$ cat src/rtl/tagdir_pkg.sv
// Shared types for the tag directory.
// Assumes: the two-bit policy field of a request maps onto repl_pol_e.
package tagdir_pkg;
    typedef enum logic [1:0] {
        POL_RANDOM  = 2'b00,
        POL_LRU     = 2'b01,
        POL_FIFO    = 2'b10,
        POL_LRU_ALT = 2'b11
    } repl_pol_e;
endpackage

$ cat src/rtl/tagdir_lfsr.sv
// Free-running Galois LFSR that supplies pseudo-random victim choices.
// Assumes: TAPS describes a maximal-length polynomial and SEED is nonzero.
module tagdir_lfsr #(
    parameter int          W    = 8,
    parameter logic [W-1:0] TAPS = 8'hB8,
    parameter logic [W-1:0] SEED = 8'h5A
) (
    input  logic         clk,
    input  logic         rst_n,
    output logic [W-1:0] state
);
    // Advance one step every cycle; reload the seed on reset.
    always_ff @(posedge clk) begin
        if (!rst_n)
            state <= SEED;
        else
            state <= (state >> 1) ^ (state[0] ? TAPS : '0);
    end

    assert_lfsr_live_R6: assert property (@(posedge clk) disable iff (!rst_n)
        state != '0);
endmodule

$ cat src/rtl/tagdir_ways.sv
// Tag and valid storage: one column per way, looked up in parallel.
// Assumes: only one write per cycle, and a tag is written only on a miss in that set.
module tagdir_ways #(
    parameter int SETS  = 4,
    parameter int WAYS  = 2,
    parameter int TAG_W = 14,
    localparam int SET_W = $clog2(SETS),
    localparam int WAY_W = (WAYS > 1) ? $clog2(WAYS) : 1
) (
    input  logic             clk,
    input  logic             rst_n,
    input  logic [SET_W-1:0] rd_set,
    input  logic [TAG_W-1:0] rd_tag,
    output logic [WAYS-1:0]  hit_vec,
    output logic [WAYS-1:0]  valid_vec,
    input  logic             wr_en,
    input  logic [SET_W-1:0] wr_set,
    input  logic [WAY_W-1:0] wr_way,
    input  logic [TAG_W-1:0] wr_tag
);
    for (genvar g = 0; g < WAYS; g++) begin : g_way
        logic [TAG_W-1:0] tags [SETS];
        logic [SETS-1:0]  vld;

        // Valid flags: cleared by reset, set when this way is filled.
        always_ff @(posedge clk) begin
            if (!rst_n)
                vld <= '0;
            else if (wr_en && wr_way == WAY_W'(g))
                vld[wr_set] <= 1'b1;
        end

        // Tag storage: written on a fill into this way.
        always_ff @(posedge clk) begin
            if (wr_en && wr_way == WAY_W'(g))
                tags[wr_set] <= wr_tag;
        end

        assign valid_vec[g] = vld[rd_set];
        assign hit_vec[g]   = vld[rd_set] && (tags[rd_set] == rd_tag);
    end

    assert_single_hit_R2: assert property (@(posedge clk) disable iff (!rst_n)
        $onehot0(hit_vec));
endmodule

$ cat src/rtl/tagdir_lru.sv
// Per-set recency ages: 0 is the most recent way, WAYS-1 the least recent.
// Assumes: an update names a single set and way; the ages of a set form a permutation.
module tagdir_lru #(
    parameter int SETS = 4,
    parameter int WAYS = 2,
    localparam int SET_W = $clog2(SETS),
    localparam int WAY_W = (WAYS > 1) ? $clog2(WAYS) : 1
) (
    input  logic             clk,
    input  logic             rst_n,
    input  logic             upd_en,
    input  logic [SET_W-1:0] upd_set,
    input  logic [WAY_W-1:0] upd_way,
    input  logic [SET_W-1:0] rd_set,
    output logic [WAY_W-1:0] victim
);
    logic [WAY_W-1:0] age [SETS][WAYS];
    logic [WAYS-1:0]  zero_vec;

    // Age update: the referenced way becomes 0, younger ways grow by one.
    always_ff @(posedge clk) begin
        if (!rst_n) begin
            for (int s = 0; s < SETS; s++)
                for (int w = 0; w < WAYS; w++)
                    age[s][w] <= WAY_W'(w);
        end else if (upd_en) begin
            for (int w = 0; w < WAYS; w++) begin
                if (WAY_W'(w) == upd_way)
                    age[upd_set][w] <= '0;
                else if (age[upd_set][w] < age[upd_set][upd_way])
                    age[upd_set][w] <= age[upd_set][w] + WAY_W'(1);
            end
        end
    end

    // Victim pick: the way holding the oldest age.
    always_comb begin
        victim = '0;
        for (int w = 0; w < WAYS; w++)
            if (age[rd_set][w] == WAY_W'(WAYS - 1))
                victim = WAY_W'(w);
    end

    // Marker of the most recent way, for the ordering check.
    always_comb begin
        for (int w = 0; w < WAYS; w++)
            zero_vec[w] = (age[rd_set][w] == '0);
    end

    assert_lru_order_R4: assert property (@(posedge clk) disable iff (!rst_n)
        $onehot(zero_vec));
endmodule

$ cat src/rtl/tagdir_fifo.sv
// Per-set fill pointer: it names the way whose fill is oldest.
// Assumes: while a set has invalid ways, they are filled lowest-first.
module tagdir_fifo #(
    parameter int SETS = 4,
    parameter int WAYS = 2,
    localparam int SET_W = $clog2(SETS),
    localparam int WAY_W = (WAYS > 1) ? $clog2(WAYS) : 1
) (
    input  logic             clk,
    input  logic             rst_n,
    input  logic             fill_en,
    input  logic [SET_W-1:0] fill_set,
    input  logic [WAY_W-1:0] fill_way,
    input  logic [SET_W-1:0] rd_set,
    output logic [WAY_W-1:0] victim
);
    logic [WAY_W-1:0] ptr [SETS];

    // Pointer move: after a fill, the next way in circular order is the oldest.
    always_ff @(posedge clk) begin
        if (!rst_n) begin
            for (int s = 0; s < SETS; s++)
                ptr[s] <= '0;
        end else if (fill_en) begin
            ptr[fill_set] <= (fill_way == WAY_W'(WAYS - 1)) ? '0 : fill_way + WAY_W'(1);
        end
    end

    assign victim = ptr[rd_set];
endmodule

$ cat src/rtl/setassoc_tagdir.sv
// Top of the tag directory: lookup, fill decision, victim choice, response register.
// Assumes: SETS and WAYS are powers of two, SETS >= 2, LFSR_W >= log2(WAYS).
// The response is registered; directory state is updated at the edge that accepts the request.
module setassoc_tagdir
    import tagdir_pkg::*;
#(
    parameter int ADDR_W = 16,
    parameter int SETS   = 4,
    parameter int WAYS   = 2,
    parameter int LFSR_W = 8,
    localparam int SET_W = $clog2(SETS),
    localparam int WAY_W = (WAYS > 1) ? $clog2(WAYS) : 1,
    localparam int TAG_W = ADDR_W - SET_W
) (
    input  logic              clk,
    input  logic              rst_n,
    input  logic              req_valid,
    output logic              req_ready,
    input  logic [ADDR_W-1:0] req_addr,
    input  logic              req_write,
    input  logic [1:0]        req_policy,
    input  logic              req_wr_alloc,
    output logic              rsp_valid,
    output logic              rsp_hit,
    output logic [WAY_W-1:0]  rsp_way,
    output logic              rsp_alloc,
    output logic [WAY_W-1:0]  rsp_victim_way,
    output logic              rsp_victim_valid
);
    logic             accept;
    logic [SET_W-1:0] set_idx;
    logic [TAG_W-1:0] tag;
    logic [WAYS-1:0]  hit_vec, valid_vec;
    logic             hit, any_inv, do_alloc, ref_en;
    logic [WAY_W-1:0] hit_way, inv_way, pol_victim, victim_way, ref_way;
    logic [WAY_W-1:0] lru_victim, fifo_victim;
    logic [LFSR_W-1:0] lfsr_q;
    repl_pol_e        pol;

    assign req_ready = rst_n;
    assign accept    = req_valid && req_ready;
    assign set_idx   = req_addr[SET_W-1:0];
    assign tag       = req_addr[ADDR_W-1:SET_W];
    assign pol       = repl_pol_e'(req_policy);

    tagdir_ways #(.SETS(SETS), .WAYS(WAYS), .TAG_W(TAG_W)) u_ways (
        .clk(clk), .rst_n(rst_n),
        .rd_set(set_idx), .rd_tag(tag),
        .hit_vec(hit_vec), .valid_vec(valid_vec),
        .wr_en(do_alloc), .wr_set(set_idx), .wr_way(victim_way), .wr_tag(tag)
    );

    tagdir_lru #(.SETS(SETS), .WAYS(WAYS)) u_lru (
        .clk(clk), .rst_n(rst_n),
        .upd_en(ref_en), .upd_set(set_idx), .upd_way(ref_way),
        .rd_set(set_idx), .victim(lru_victim)
    );

    tagdir_fifo #(.SETS(SETS), .WAYS(WAYS)) u_fifo (
        .clk(clk), .rst_n(rst_n),
        .fill_en(do_alloc), .fill_set(set_idx), .fill_way(victim_way),
        .rd_set(set_idx), .victim(fifo_victim)
    );

    tagdir_lfsr #(.W(LFSR_W)) u_lfsr (
        .clk(clk), .rst_n(rst_n), .state(lfsr_q)
    );

    // Hit encoding: turn the one-hot match vector into a way number.
    always_comb begin
        hit_way = '0;
        for (int w = 0; w < WAYS; w++)
            if (hit_vec[w]) hit_way = WAY_W'(w);
    end
    assign hit = |hit_vec;

    // Free-way search: the lowest-numbered invalid way of the set.
    always_comb begin
        inv_way = '0;
        for (int w = WAYS - 1; w >= 0; w--)
            if (!valid_vec[w]) inv_way = WAY_W'(w);
    end
    assign any_inv = !(&valid_vec);

    // Policy mux: pick the victim of a full set.
    always_comb begin
        case (pol)
            POL_RANDOM: pol_victim = lfsr_q[WAY_W-1:0];
            POL_FIFO:   pol_victim = fifo_victim;
            default:    pol_victim = lru_victim;
        endcase
    end

    assign victim_way = any_inv ? inv_way : pol_victim;
    assign do_alloc   = accept && !hit && (!req_write || req_wr_alloc);
    assign ref_en     = accept && (hit || do_alloc);
    assign ref_way    = hit ? hit_way : victim_way;

    // Response register: one result per accepted request, on the next cycle.
    always_ff @(posedge clk) begin
        if (!rst_n) begin
            rsp_valid        <= 1'b0;
            rsp_hit          <= 1'b0;
            rsp_way          <= '0;
            rsp_alloc        <= 1'b0;
            rsp_victim_way   <= '0;
            rsp_victim_valid <= 1'b0;
        end else begin
            rsp_valid        <= accept;
            rsp_hit          <= accept && hit;
            rsp_way          <= hit_way;
            rsp_alloc        <= do_alloc;
            rsp_victim_way   <= victim_way;
            rsp_victim_valid <= do_alloc && !any_inv;
        end
    end

    assert_rsp_follows_R9: assert property (@(posedge clk) disable iff (!rst_n)
        (req_valid && req_ready) |=> rsp_valid);
    assert_no_spurious_R9: assert property (@(posedge clk) disable iff (!rst_n)
        !(req_valid && req_ready) |=> !rsp_valid);
    assert_hit_no_fill_R8: assert property (@(posedge clk) disable iff (!rst_n)
        (rsp_valid && rsp_hit) |-> !rsp_alloc);
    assert_read_fills_R8: assert property (@(posedge clk) disable iff (!rst_n)
        (req_valid && req_ready && !req_write) |=> (rsp_hit || rsp_alloc));
    assert_no_write_alloc_R7: assert property (@(posedge clk) disable iff (!rst_n)
        (req_valid && req_ready && req_write && !req_wr_alloc) |=> !rsp_alloc);
    assert_victim_live_R3: assert property (@(posedge clk) disable iff (!rst_n)
        rsp_victim_valid |-> rsp_alloc);
endmodule

$ cat config.mk
export PLATFORM = sky130hd
export DESIGN_NAME = setassoc_tagdir
export DESIGN_NICKNAME = d
export VERILOG_FILES = /design/src/rtl/tagdir_pkg.sv /design/src/rtl/tagdir_lfsr.sv /design/src/rtl/tagdir_ways.sv /design/src/rtl/tagdir_lru.sv /design/src/rtl/tagdir_fifo.sv /design/src/rtl/setassoc_tagdir.sv
export SDC_FILE = /design/constraint.sdc
export NUM_CORES = 1
export LEC_CHECK = 0
export BUFFER_PORTS_ARGS = -buffer_cell sky130_fd_sc_hd__buf_2
export CAP_MARGIN = 20
export CORE_MARGIN = 2
export CORE_UTILIZATION = 30
export DETAILED_ROUTE_END_ITERATION = 7
export GPL_ROUTABILITY_DRIVEN = 0
export SETUP_SLACK_MARGIN = 0.05
export SLEW_MARGIN = 15
export SYNTH_ARGS = -nofsm -noshare
export SYNTH_HDL_FRONTEND = slang
export SYNTH_SLANG_ARGS = --single-unit
$ cat constraint.sdc
create_clock -name clk -period 8.3 [get_ports clk]
set_clock_uncertainty 0.15 [all_clocks]
set_input_delay 1.245 -clock clk [delete_from_list [all_inputs] [get_ports clk]]
set_output_delay 1.245 -clock clk [all_outputs]
set_load 0.03 [all_outputs]
==> results.sh, run 1 <==
export IMPL_fin_hold_ws_ns=0.264
export IMPL_setup_worst_path_end_class="flip-flop"
export IMPL_dpl_worst_slack_ns=2.49
export IMPL_cts_sinks=146
export IMPL_area_growth_syn_to_layout_pct=16.2
export IMPL_synth_largest_area_cell="sky130_fd_sc_hd__edfxtp_1"
export IMPL_core_area_sq_mm=0.0209
export IMPL_route_detailed_vias_per_inst=5.06
export IMPL_wl_per_cell_microns=18.9
export IMPL_fp_dieH_microns=149
export IMPL_maxSlewHeadroom_pct=37.3
export IMPL_finish_net_count=466
export IMPL_postSynthRegisterBits=146
export IMPL_postSynthNetCount=431
export IMPL_total_number_of_vias=3696
export IMPL_result_of_the_run="finished, final reports clean"
export IMPL_placement_io_buffers=29
export IMPL_num_antenna_cells=0
export IMPL_post_route_worst_setup_slack_ns=2.98
export IMPL_hold_class="reg -> reg"
export IMPL_grt_start_max_net_pins=47
export IMPL_number_of_flops_mapped_to_enable_cells_by_yosys=120
export IMPL_cts_hold_fix_buffers=0
export IMPL_final_cell_count_no_fill=731
export IMPL_crit_path_max_fanout=28
export IMPL_grt_setup_unrepaired="false"
export IMPL_fin_util_pct=35.2
export IMPL_drc_violations_left=0
export IMPL_first_global_vias=3686
export IMPL_die_width_microns=149
export IMPL_cts_repair_resized=0
export IMPL_setup_viol_count_final=0
export IMPL_hpwl_dp_mm=9.09
export IMPL_gr_usage_all_layers_pct=13.1
export IMPL_dr_first_iter_drc_count=306
export IMPL_max_cap_violations=0
export IMPL_ff_latch_area_sq_mm=0.00412
export IMPL_grt_overflow_total=0
export IMPL_top_level_ports=30
export IMPL_synth_area_per_cell_sq_um=15.5
export IMPL_drive_above_1_share_pct=21.5
export IMPL_timing_setup_critical_path_class="in -> reg"
export IMPL_cts_clk_slew_worst_paths_ns=0.06
export IMPL_rows=53
export IMPL_synthDominantCellAreaShare_pct=56.9
export IMPL_start_kind="input pin"
export IMPL_grt_antenna_before_repair=0
export IMPL_clock_path_buffers=2
export IMPL_post_synth_instance_area_sq_mm=0.00633
export IMPL_cts_tree="yes"
export IMPL_fin_crit_sh_pct=64.1
export IMPL_timing_fmax_mhz=188
export IMPL_power_static_leakage_nw=2.47
export IMPL_post_cts_setup_buffers=0
export IMPL_timing_final_max_slew_violations=0
export IMPL_ys_flop_type="sky130_fd_sc_hd__edfxtp_1"
export IMPL_timing_final_hold_violations=0
export IMPL_crit_required_ns=8.27
export IMPL_synth_async_reset_ratio_pct=0
export IMPL_grt_pass1_wl_mm=21.4
export IMPL_antenna_left=0
export IMPL_die_area_sq_mm=0.0223
export IMPL_synth_area_leaders="sky130_fd_sc_hd__edfxtp_1 57%, sky130_fd_sc_hd__dfxtp_1 8.2%, sky130_fd_sc_hd__mux4_2 5.7%, sky130_fd_sc_hd__mux2i_1 3.5%, sky130_fd_sc_hd__xnor2_1 3.5%"
export IMPL_final_design_area_no_fill_sq_mm=0.00735
export IMPL_vdd_ir_drop_worst_mv=0.130
export IMPL_finalPower_mw=1.69
export IMPL_synth_sequential_area_ratio_pct=65.2
export IMPL_n_fill_cell=1957
export IMPL_htree_num_levels=4
export IMPL_starting_density_of_the_core_pct=30.3
export IMPL_place_area_sq_mm=0.00677
export IMPL_power_density_mw_per_mm2=230
export IMPL_multi_input_comb_area_sq_mm=0.00204
export IMPL_worst_skew_pair_late_latency_ns=0.42
export IMPL_netlist_instances=408
export IMPL_synth_distinct_cells=57
export IMPL_timing_worst_slew_pin_value_ns=0.941
export IMPL_firstDrtPassIters=5
export IMPL_setup_tns_ns=0
export IMPL_cts_root_buffer="sky130_fd_sc_hd__clkbuf_16"
export IMPL_cts_buffers=17
export IMPL_period_minus_slack_ns=5.32
export IMPL_detailed_route_wire_length_mm=13.8
export IMPL_worstPathArrival_ns=5.29
export IMPL_instance_count_after_placement_with_tap_cells_included=699
export IMPL_yosys_warnings=0
cell families (layout without fill, tap and decap cells):
| family | Yosys count | after routing | share of synthesized area (%) |
|---|---|---|---|
| compound gates | 41 | 41 | 4.76 |
| xor+xnor | 31 | 31 | 4.29 |
| buf+inv | 31 | 79 | 2.98 |
| flops | 146 | 146 | 65.2 |
| mux | 48 | 48 | 12.8 |
| simple gates | 111 | 111 | 9.96 |
layout make-up:
type | instances | area share [%]
clock inverters | 13 | 2.11
repair buffers | 40 | 3.20
flip-flops and latches | 146 | 56.1
multi-input cells | 231 | 27.7
inverters | 7 | 0.357
well taps | 275 | 4.68
clock buffers | 19 | 5.89
cells in the mapped netlist (2+ instances only):
cell type and count:
sky130_fd_sc_hd__edfxtp_1 120, sky130_fd_sc_hd__dfxtp_1 26, sky130_fd_sc_hd__xnor2_1 25, sky130_fd_sc_hd__nand2_1 24
sky130_fd_sc_hd__mux2i_1 22, sky130_fd_sc_hd__mux4_2 16, sky130_fd_sc_hd__nor2_1 14, sky130_fd_sc_hd__nor3_1 12
sky130_fd_sc_hd__nand2b_1 10, sky130_fd_sc_hd__and2_1 9, sky130_fd_sc_hd__mux4_1 8, sky130_fd_sc_hd__inv_1 7
sky130_fd_sc_hd__nand4_1 7, sky130_fd_sc_hd__o21ai_0 7, sky130_fd_sc_hd__buf_2 6, sky130_fd_sc_hd__xor2_1 6
sky130_fd_sc_hd__buf_4 5, sky130_fd_sc_hd__clkbuf_1 5, sky130_fd_sc_hd__nand3_1 5, sky130_fd_sc_hd__nand3b_1 5
sky130_fd_sc_hd__o221ai_1 5, sky130_fd_sc_hd__o31ai_1 5, sky130_fd_sc_hd__or3_1 5, sky130_fd_sc_hd__buf_6 4
sky130_fd_sc_hd__o2bb2ai_1 4, sky130_fd_sc_hd__a21oi_1 3, sky130_fd_sc_hd__buf_1 3, sky130_fd_sc_hd__or2_2 3
sky130_fd_sc_hd__and3_1 2, sky130_fd_sc_hd__and4_1 2, sky130_fd_sc_hd__mux2_2 2, sky130_fd_sc_hd__nor2b_1 2
sky130_fd_sc_hd__nor4_1 2, sky130_fd_sc_hd__o21ai_1 2, sky130_fd_sc_hd__o41ai_1 2, sky130_fd_sc_hd__or3b_2 2
flip-flops by register name (all words and copies together), names as in the netlist:
register / cells
rsp_victim_way: 1
u_ways.g_way.tags: 112
u_lfsr.state: 8
rsp_hit: 1
u_ways.g_way.vld: 8
rsp_alloc: 1
rsp_victim_valid: 1
rsp_valid: 1
u_lru.age: 8
rsp_way: 1
u_fifo.ptr: 4
final timing paths:
| check | slack (ns) | cells past startpoint | endpoint | startpoint |
|---|---|---|---|---|
| setup / recovery | 2.98 | 10 | u_ways.g_way[0].tags[1][13]$_DFFE_PP_ | req_addr[0] |
| hold / removal | 0.26 | 1 | u_lfsr.state[6]$_SDFF_PN1_ | u_lfsr.state[7]$_SDFF_PN0_ |
| setup reg to reg | 4.73 | 8 | u_ways.g_way[0].tags[1][13]$_DFFE_PP_ | u_ways.g_way[0].tags[1][8]$_DFFE_PP_ |
| hold reg to reg | 0.26 | 1 | u_lfsr.state[6]$_SDFF_PN1_ | u_lfsr.state[7]$_SDFF_PN0_ |
report_power, final:
| group | internal, mW | leakage [nW] | switching [mW] |
|---|---|---|---|
| Clock | 0.472 | 0.287 | 0.293 |
| Sequential | 0.805 | 1.29 | 0.00446 |
| Combinational | 0.0421 | 0.889 | 0.0711 |
layout by cell type, fill, tap and decap left out, types with 4 or more instances in the layout:
master	instances
sky130_fd_sc_hd__o2bb2ai_1	4
sky130_fd_sc_hd__nor3_1	8
sky130_fd_sc_hd__nand2_1	24
sky130_fd_sc_hd__inv_1	7
sky130_fd_sc_hd__buf_4	9
sky130_fd_sc_hd__nand3_1	5
sky130_fd_sc_hd__nor3_2	4
sky130_fd_sc_hd__mux4_1	8
sky130_fd_sc_hd__dfxtp_1	26
sky130_fd_sc_hd__mux2i_1	22
sky130_fd_sc_hd__or3_1	5
sky130_fd_sc_hd__buf_2	29
sky130_fd_sc_hd__clkbuf_16	17
sky130_fd_sc_hd__xor2_1	6
sky130_fd_sc_hd__edfxtp_1	120
sky130_fd_sc_hd__o31ai_1	5
sky130_fd_sc_hd__inv_6	4
sky130_fd_sc_hd__mux4_2	16
sky130_fd_sc_hd__nand4_1	7
sky130_fd_sc_hd__nand2b_1	10
sky130_fd_sc_hd__o21ai_0	7
sky130_fd_sc_hd__nand3b_1	5
sky130_fd_sc_hd__o221ai_1	5
sky130_fd_sc_hd__nor2_1	14
sky130_fd_sc_hd__and2_1	9
sky130_fd_sc_hd__xnor2_1	25
critical path, cell delays in order:
cell and delay [ns]:
sky130_fd_sc_hd__buf_2 0.70, sky130_fd_sc_hd__buf_4 0.52, sky130_fd_sc_hd__mux4_1 0.61, sky130_fd_sc_hd__o21a_1 0.18, sky130_fd_sc_hd__o311ai_1 0.08, sky130_fd_sc_hd__nor2b_1 0.11
sky130_fd_sc_hd__a41oi_1 0.38, sky130_fd_sc_hd__nand3b_1 0.45, sky130_fd_sc_hd__nor2_1 0.68, sky130_fd_sc_hd__buf_4 0.30
metal layers:
metal	up-vias	wire length (microns)	global-route usage, %	share of wire (%)
met2	143	6500	19.7	47
met5	-	0	0	0
met4	0	229	4.71	1.7
li1	1662	-	-	-
met1	1875	6290	17.9	45
met3	16	823	3.82	5.9
No activity file was read; power rests on OpenSTA's default activity.
==> inputs of run 2 (changes only) <==
- clock period: 8.3 -> 4.6 ns (I/O delays scaled with it)
==> run 2 against run 1 <==
Effect of this change:
- sequential power up 80%
- worst setup slack worse by 2.1 ns
- register-to-register slack worse by 3.4 ns
- worst hold slack better by 0.0053 ns
- global-route usage about the same
- non-clock buffer count up 6
==> results.sh, run 2 (synthesis results as in run 1) <==
export IMPL_result_of_the_run="finished, final reports clean"
export IMPL_n_fill_cell=1971
export IMPL_layout_common_cells="120 x sky130_fd_sc_hd__edfxtp_1, 29 x sky130_fd_sc_hd__buf_2, 26 x sky130_fd_sc_hd__dfxtp_1"
export IMPL_setup_worst_path_end_class="flip-flop"
export IMPL_timing_worst_slew_pin_value_ns=0.626
export IMPL_dpl_worst_slack_ns=0.420
export IMPL_antenna_left=0
export IMPL_cpLargestDelayFamily="simple AND/OR/NAND/NOR gates"
export IMPL_period_minus_slack_ns=3.77
export IMPL_cts_sinks=146
export IMPL_vdd_ir_drop_worst_mv=0.192
export IMPL_setup_tns_ns=0
export IMPL_core_area_sq_mm=0.0209
export IMPL_grt_start_max_net_pins=31
export IMPL_ff_latch_area_sq_mm=0.00412
export IMPL_power_density_mw_per_mm2=396
export IMPL_setup_viol_count_final=0
export IMPL_critical_path_reg2reg_endpoint="u_ways.g_way[1].tags[2][11]$_DFFE_PP_"
export IMPL_starting_density_of_the_core_pct=30.3
export IMPL_gr_usage_all_layers_pct=13.0
export IMPL_post_cts_setup_buffers=0
export IMPL_first_global_vias=3788
export IMPL_timing_setup_critical_path_class="in -> reg"
export IMPL_total_number_of_vias=3653
export IMPL_final_cell_count_no_fill=737
export IMPL_holdCritStartpoint="u_lfsr.state[7]$_SDFF_PN0_"
export IMPL_intPower_mw=2.23
export IMPL_die_width_microns=149
export IMPL_cts_hold_fix_buffers=0
export IMPL_fin_crit_sh_pct=81.9
export IMPL_combinationalPowerShare_pct=7.2
export IMPL_hold_class="reg -> reg"
export IMPL_wl_per_cell_microns=18.7
export IMPL_placement_io_buffers=29
export IMPL_clock_path_buffers=2
export IMPL_hpwl_dp_mm=8.94
export IMPL_fp_dieH_microns=149
export IMPL_cts_root_buffer="sky130_fd_sc_hd__clkbuf_16"
export IMPL_regToRegStartpoint="u_ways.g_way[1].tags[1][7]$_DFFE_PP_"
export IMPL_clock_power_share_pct=42.7
export IMPL_grt_antenna_before_repair=0
export IMPL_route_detailed_vias_per_inst=4.96
export IMPL_detailed_route_wire_length_mm=13.8
export IMPL_firstDrtPassIters=4
export IMPL_share_of_power_burned_in_registers_pct=50.1
export IMPL_max_cap_violations=0
export IMPL_cts_repair_resized=0
export IMPL_grt_setup_unrepaired="false"
export IMPL_sw_frac_of_total_pct=23.6
export IMPL_cts_tree="yes"
export IMPL_fin_hold_ws_ns=0.269
export IMPL_largest_register_ffs=112
export IMPL_worst_r2r_cell_count=8
export IMPL_number_of_buffers_and_inverters_on_the_critical_path=3
export IMPL_drive_above_1_share_pct=22.9
export IMPL_timing_final_max_slew_violations=0
export IMPL_maxSlewHeadroom_pct=58.3
export IMPL_r2r_slack_ns=1.35
export IMPL_cpPeakStageDelay_ns=0.53
export IMPL_multi_input_comb_area_sq_mm=0.00204
export IMPL_num_antenna_cells=0
export IMPL_cts_clk_slew_worst_paths_ns=0.06
export IMPL_cts_buffers=17
export IMPL_p_sw_mw=0.688
export IMPL_crit_required_ns=4.61
export IMPL_instance_count_after_placement_with_tap_cells_included=705
export IMPL_htree_num_levels=4
export IMPL_post_route_worst_setup_slack_ns=0.831
export IMPL_grt_pass1_wl_mm=21.6
export IMPL_worst_path_max_delay_cell="sky130_fd_sc_hd__mux4_2"
export IMPL_dr_first_iter_drc_count=280
export IMPL_timing_fmax_mhz=265
export IMPL_top_level_ports=30
export IMPL_layout_commonest_cell="sky130_fd_sc_hd__edfxtp_1"
export IMPL_worst_hold_path_endpoint="u_lfsr.state[6]$_SDFF_PN1_"
export IMPL_path_cells="buf_2 > buf_12 > mux4_2 > xor2_1 > nor4_2 > nand4b_1 > nor3_4 > nand2b_1 > nor3_2 > buf_4"
export IMPL_worst_skew_pair_late_latency_ns=0.42
export IMPL_crit_path_max_fanout=21
export IMPL_worstPathArrival_ns=3.78
export IMPL_grt_overflow_total=0
export IMPL_timing_final_hold_violations=0
export IMPL_rows=53
export IMPL_holdPathStages=1
export IMPL_start_kind="input pin"
export IMPL_registers_top_by_ff_count="u_ways.g_way.tags"
export IMPL_area_growth_syn_to_layout_pct=16.4
export IMPL_power_static_leakage_nw=2.48
export IMPL_finish_net_count=472
export IMPL_die_area_sq_mm=0.0223
export IMPL_drc_violations_left=0
run 2: cell type report:
class | instances | share of cell area, %
clock buffers | 18 | 5.83
clock inverters | 14 | 1.48
inverters | 7 | 0.357
multi-input cells | 231 | 27.6
flip-flops and latches | 146 | 56.0
well taps | 275 | 4.67
repair buffers | 46 | 4.04
run 2: per-layer routing:
layer  global-route usage [%]  vias up  part of all wire, %  routed length, microns
li1                         -     1673                    -                       -
met1                     17.5     1833                   46                    6320
met2                     20.0      120                   47                    6430
met3                     3.88       27                  5.2                     712
met4                     4.86        0                  2.2                     301
met5                        0        -                    0                       0
run 2: power groups by stage:
| stage | Clock (mW) | Combinational [mW] | Sequential [mW] |
|---|---|---|---|
| 6_report | 1.25 | 0.209 | 1.46 |
| 5_1_grt | 1.33 | 0.228 | 1.46 |
| 4_1_cts | 1.28 | 0.211 | 1.46 |
| 3_5_place_dp | 0 | 0.210 | 1.49 |
| 3_3_place_gp | 0 | 0.207 | 1.49 |
| 2_1_floorplan | 0 | 0.136 | 1.49 |
run 2: stage by stage:
step / utilization, % / power, mW / cell area (sq um)
detailed placement: 32.7 / 1.70 / 6830
floorplan: - / 1.63 / 6330
finish: 35.3 / 2.92 / 7370
global route: 35.3 / 3.02 / 7370
CTS: 35.3 / 2.95 / 7370
global placement: 32.7 / 1.69 / 6830
run 2: worst max path at each step:
stage	startpoint	to	slack, ns	depth (start not counted)
finish	req_addr[0]	u_ways.g_way[1].tags[2][11]$_DFFE_PP_	0.83	10
global route	req_addr[0]	u_ways.g_way[0].tags[0][13]$_DFFE_PP_	0.69	10
CTS	req_addr[0]	u_ways.g_way[1].tags[1][2]$_DFFE_PP_	0.84	10
detailed placement	req_addr[0]	u_ways.g_way[1].tags[1][11]$_DFFE_PP_	0.42	10
global placement	req_addr[0]	u_ways.g_way[1].tags[2][13]$_DFFE_PP_	0.48	10
floorplan	req_addr[0]	u_ways.g_way[1].tags[0][0]$_DFFE_PP_	0.61	10
